===== config.mk =====
export PLATFORM = sky130hd
export DESIGN_NAME = hblank_mask_unit
export DESIGN_NICKNAME = d
export VERILOG_FILES = /design/src/rtl/hblank_pkg.sv /design/src/rtl/hblank_seq_regs.sv /design/src/rtl/hblank_window.sv /design/src/rtl/hblank_clk_gate.sv /design/src/rtl/hblank_mask_unit.sv
export SDC_FILE = /design/constraint.sdc
export NUM_CORES = 1
export LEC_CHECK = 0
export ABC_CLOCK_PERIOD_IN_PS = 4750
export BUFFER_PORTS_ARGS = -buffer_cell sky130_fd_sc_hd__buf_2
export CAP_MARGIN = 20
export CORE_MARGIN = 4
export CORE_UTILIZATION = 60
export DETAILED_ROUTE_END_ITERATION = 6
export HOLD_SLACK_MARGIN = 0.12
export PLACE_DENSITY = 0.77
export SYNTH_ARGS = -nofsm -noshare
export SYNTH_HDL_FRONTEND = slang
export SYNTH_SLANG_ARGS = --single-unit

===== constraint.sdc =====
create_clock -name clk -period 4.75 [get_ports clk]
set_input_delay 0.95 -clock clk [delete_from_list [all_inputs] [get_ports clk]]
set_output_delay 0.95 -clock clk [all_outputs]
set_load 0.05 [all_outputs]

===== src/rtl/hblank_pkg.sv =====
package hblank_pkg;
  parameter int POS_W   = 12;
  parameter int NUM_TOG = 6;
  localparam int NUM_PAIR = NUM_TOG / 2;
  localparam int IDX_W    = $clog2(NUM_TOG + 1);

  typedef logic [POS_W-1:0] pos_t;

  typedef struct packed {
    logic                    mask;
    logic [NUM_TOG-1:0][POS_W-1:0] tog;
  } seq_cfg_t;
endpackage


===== src/rtl/hblank_seq_regs.sv =====
module hblank_seq_regs
  import hblank_pkg::*;
#(
  parameter int NUM_SEQ = 4,
  parameter int SEL_W   = $clog2(NUM_SEQ)
) (
  input  logic             clk,
  input  logic             rst,
  input  logic             wr_en,
  input  logic [SEL_W-1:0] wr_seq,
  input  logic [IDX_W-1:0] wr_idx,
  input  pos_t             wr_data,
  input  logic [SEL_W-1:0] rd_seq,
  output seq_cfg_t         rd_cfg
);
  seq_cfg_t cfg_q [NUM_SEQ];

  for (genvar s = 0; s < NUM_SEQ; s++) begin : g_seq
    always_ff @(posedge clk) begin
      if (rst) begin
        cfg_q[s] <= '0;
      end else if (wr_en && wr_seq == SEL_W'(s)) begin
        if (wr_idx < IDX_W'(NUM_TOG))
          cfg_q[s].tog[wr_idx] <= wr_data;
        else if (wr_idx == IDX_W'(NUM_TOG))
          cfg_q[s].mask <= wr_data[0];
      end
    end
  end

  assign rd_cfg = cfg_q[rd_seq];
endmodule


===== src/rtl/hblank_window.sv =====
module hblank_window
  import hblank_pkg::*;
(
  input  pos_t                          pix,
  input  logic [NUM_TOG-1:0][POS_W-1:0] tog,
  output logic                          hit
);
  logic [NUM_PAIR-1:0] pair_hit;

  for (genvar k = 0; k < NUM_PAIR; k++) begin : g_pair
    assign pair_hit[k] = (pix >= tog[2*k]) && (pix < tog[2*k+1]);
  end

  assign hit = |pair_hit;
endmodule


===== src/rtl/hblank_clk_gate.sv =====
module hblank_clk_gate #(
  parameter int NPH = 4
) (
  input  logic           clk,
  input  logic           rst,
  input  logic           blank_d,
  input  logic           mask,
  input  logic [NPH-1:0] ph_in,
  output logic           blank_q,
  output logic [NPH-1:0] ph_out
);
  logic [NPH-1:0] forced;

  // odd-numbered phases (even bit index) take the inverse of mask
  for (genvar i = 0; i < NPH; i++) begin : g_force
    if (i % 2 == 0) begin : g_odd_phase
      assign forced[i] = ~mask;
    end else begin : g_even_phase
      assign forced[i] = mask;
    end
  end

  always_ff @(posedge clk) begin
    if (rst) begin
      blank_q <= 1'b0;
      ph_out  <= '0;
    end else begin
      blank_q <= blank_d;
      ph_out  <= blank_d ? forced : ph_in;
    end
  end
endmodule


===== src/rtl/hblank_mask_unit.sv =====
module hblank_mask_unit
  import hblank_pkg::*;
#(
  parameter int NUM_SEQ = 4,
  parameter int NPH     = 4,
  localparam int SEL_W  = $clog2(NUM_SEQ)
) (
  input  logic             clk,
  input  logic             rst,
  input  logic             hsync,
  input  logic [SEL_W-1:0] seq_sel,
  input  logic             wr_en,
  input  logic [SEL_W-1:0] wr_seq,
  input  logic [IDX_W-1:0] wr_idx,
  input  logic [POS_W-1:0] wr_data,
  input  logic [NPH-1:0]   hclk_in,
  output logic             blank_out,
  output logic [NPH-1:0]   hclk_out
);
  pos_t             cnt;
  logic [SEL_W-1:0] act_seq;
  seq_cfg_t         act_cfg;
  logic             act_mask;
  logic             win_hit;

  // pixel counter restarts at sync and holds at its ceiling
  always_ff @(posedge clk) begin
    if (rst) begin
      cnt     <= '0;
      act_seq <= '0;
    end else if (hsync) begin
      cnt     <= '0;
      act_seq <= seq_sel;
    end else if (cnt != '1) begin
      cnt <= cnt + 1'b1;
    end
  end

  hblank_seq_regs #(.NUM_SEQ(NUM_SEQ), .SEL_W(SEL_W)) u_regs (
    .clk(clk), .rst(rst), .wr_en(wr_en), .wr_seq(wr_seq), .wr_idx(wr_idx),
    .wr_data(wr_data), .rd_seq(act_seq), .rd_cfg(act_cfg)
  );

  assign act_mask = act_cfg.mask;

  hblank_window u_win (
    .pix(cnt), .tog(act_cfg.tog), .hit(win_hit)
  );

  hblank_clk_gate #(.NPH(NPH)) u_gate (
    .clk(clk), .rst(rst), .blank_d(win_hit & ~hsync), .mask(act_mask),
    .ph_in(hclk_in), .blank_q(blank_out), .ph_out(hclk_out)
  );
endmodule


==> impl_metrics.py <==
metrics = {
    "global_route": {
        "grt_max_degree": 53,
        "track_usage": 0.254,
        "grt_pass1_wl_mm": 54.4,
        "grt.overflow.total": 0,
        "antenna_found_initial": 0,
        "grt_pass1_vias": 9406,
    },
    "placement": {
        "finalWeightedCongestion": 0.845,
        "hpwlAfterDp_mm": 21.9,
        "io_buffers": 31,
        "placedCellCount": 1444,
    },
    "routing": {
        "routed_wl_mm": 35.0,
        "num_vias": 9033,
        "wl_per_cell_um": 23.3,
        "vias_per_cell": 6.01,
        "firstDrtPassIters": 5,
        "drc_errors": 0,
        "first_iter_violations": 1017,
        "ant_nets": 0,
    },
    "floorplanning": {
        "fp.dieW_um": 168,
        "rows": 58,
        "ios": 32,
        "start_util": 0.611,
        "die_h_um": 168,
        "dieArea_um2": 28300,
        "core-area_um2": 25200,
    },
    "cells_and_area": {
        "fillers": 1726,
        "antenna_cells": 0,
        "area_growth_pct": 10.3,
        "fin_nets": 1247,
        "layout-drive-gt1-share": 0.159,
        "layout_commonest_cell": "edfxtp_1",
        "final_cell_mix": "edfxtp_1 (292), and2_1 (289), mux4_2 (73)",
        "fin_cells": 1504,
    },
    "clock_tree": {
        "clockRootBuffer": "clkbuf_16",
        "clockBufferDepth": 3,
        "numClockSinks": 313,
        "holdBufCountCts": 0,
        "cts_resized": 0,
        "numCtsBuffers": 34,
        "cts_tree": "yes",
        "insertion_delay_ns": 0.51,
        "postCtsSetupRepairBufs": 0,
        "clkTransAtPathRegs_ns": 0.06,
        "cts-htree-levels": 2,
    },
    "synth": {
        "avgSynthCellArea_um2": 13.6,
        "yosys_warnings": 0,
        "synth_area_um2": 15400,
        "syn_nets": 1230,
        "yosysSeqAreaShare": 0.597,
        "synth_ff_type": "edfxtp_1",
        "yosysUniqueCellTypes": 44,
        "synth_async_sr_flop_share": 0,
        "synth_cells": 1133,
        "ys_ff_latch": 313,
        "synth_edf_count": 292,
    },
    "power_and_ir_drop": {
        "vdd_ir_drop_max_uv": 353,
        "p_per_area_nw_per_um2": 366,
        "p_leak_nw": 6.41,
    },
    "run": {
        "maxCapViolations": 0,
    },
    "timing": {
        "setup-violations-final": 0,
        "post-route-min-period_ns": 3.55,
        "hold_violations": 0,
        "fin_crit_sh": 0.746,
        "worstMarginPinSlew_ns": 0.886,
        "grt_setup_unrepaired": "no",
        "tns_ns": 0,
        "finClkSkew_ns": 0.00917,
        "maxSlewViolCount": 0,
        "slew_headroom": 0.405,
        "max_freq_mhz": 282,
    },
    "critical_path": {
        "cp_data_required_time_ns": 5.17,
        "critPathKind": "reg -> reg",
        "cp-end-kind": "register",
        "crit_arrival_ns": 3.96,
        "cp_max_fo": 34,
        "critPathLaunchType": "register",
    },
    "outcome": {
        "status": "completed",
    },
    "worst_hold_path": {
        "hp-class": "reg -> reg",
    },
}
[path summary, 6_finish.rpt]
path / end / depth (start not counted) / startpoint / slack, ns
setup / recovery: u_gate.ph_out[2] / 10 / register / 1.20
hold / removal: act_seq[0] / 2 / act_seq[0] / 0.51
setup reg to reg: u_gate.ph_out[2] / 10 / register / 1.20
hold reg to reg: act_seq[0] / 2 / act_seq[0] / 0.51
[power by group]
group | leakage (nW) | internal (W) | switching, W
Sequential | 2.95 | 0.00315 | 0.0000638
Clock | 0.535 | 0.00153 | 0.00103
Combinational | 2.93 | 0.000188 | 0.000261
[worst max-delay path: stages, from the launching register on]
cell       delay [ns]
dfxtp_4          0.83
buf_12           0.33
mux4_2           0.55
ha_1             0.29
nor2b_1          0.04
o21ai_0          0.19
a21oi_1          0.10
o21ai_0          0.30
o2111ai_1        0.27
a31o_1           0.30
a211oi_1         0.24
[final cells by class]
| cell class | count | area (µm²) | area share |
|---|---|---|---|
| Sequential cell | 313 | 9200 | 0.542 |
| Timing Repair Buffer | 59 | 378 | 0.0223 |
| Clock inverter | 13 | 85.1 | 0.00501 |
| Multi-Input combinational cell | 672 | 5630 | 0.332 |
| Inverter | 70 | 263 | 0.0155 |
| Tap cell | 330 | 413 | 0.0243 |
| Clock buffer | 47 | 1000 | 0.0591 |
[Yosys cell counts (3+ instances only)]
cell / n / area [µm²]
a2111oi_0: 3 / 26.3
a211oi_1: 8 / 60.1
a21o_1: 7 / 52.6
a21oi_1: 22 / 110
a31oi_1: 5 / 31.3
and2_1: 289 / 1810
and3_1: 3 / 18.8
buf_2: 9 / 45.0
clkbuf_1: 67 / 251
dfxtp_1: 21 / 420
edfxtp_1: 292 / 8770
ha_1: 70 / 876
inv_1: 70 / 263
mux2i_1: 3 / 30.0
mux4_2: 73 / 1640
nand2_1: 29 / 109
nand2b_1: 4 / 25.0
nand3_1: 9 / 45.0
nand3b_1: 5 / 37.5
nand4_1: 11 / 68.8
nor2_1: 52 / 195
nor3_1: 5 / 25.0
o21ai_0: 42 / 210
or3_1: 3 / 18.8
xor2_1: 4 / 35.0
[cell families (layout without fill, tap and decap cells)]
family | Yosys count | count (layout) | share of synthesized area
AOI/OAI and AO/OA | 97 | 97 | 0.0375
and+or+nand+nor | 423 | 423 | 0.159
DFF | 313 | 313 | 0.597
muxes | 76 | 76 | 0.109
adders and majority gates | 70 | 70 | 0.0569
xor gates and xnor gates | 6 | 6 | 0.00341
buffers and inverters | 148 | 189 | 0.0371
[flip-flops by register name, indices dropped and copies added (netlist names), named ones only]
name / flops
u_gate.ph_out: 4
act_seq: 2
u_gate.blank_q: 1
u_regs.cfg_q: 292
cnt: 12
[metal layers]
metal	vias up	GRT usage	routed length, µm
li1	4128	-	-
met1	4503	0.345	13800
met2	340	0.430	17700
met3	62	0.0376	2530
met4	0	0.0745	996
met5	-	0	0
[through the flow]
stage,hold WS [ns],area (µm²),util,power (W),setup slack (ns)
6_report,0.511,17000,0.674,0.00622,1.20
5_1_grt,0.536,17000,0.674,0.00643,0.961
4_1_cts,0.507,17000,0.674,0.00625,1.13
3_5_place_dp,0.495,15900,0.631,0.00372,1.16
3_3_place_gp,0.494,15900,0.631,0.00370,1.31
2_1_floorplan,0.463,15400,-,0.00354,1.54
No activity file was read; power rests on OpenSTA's default activity.
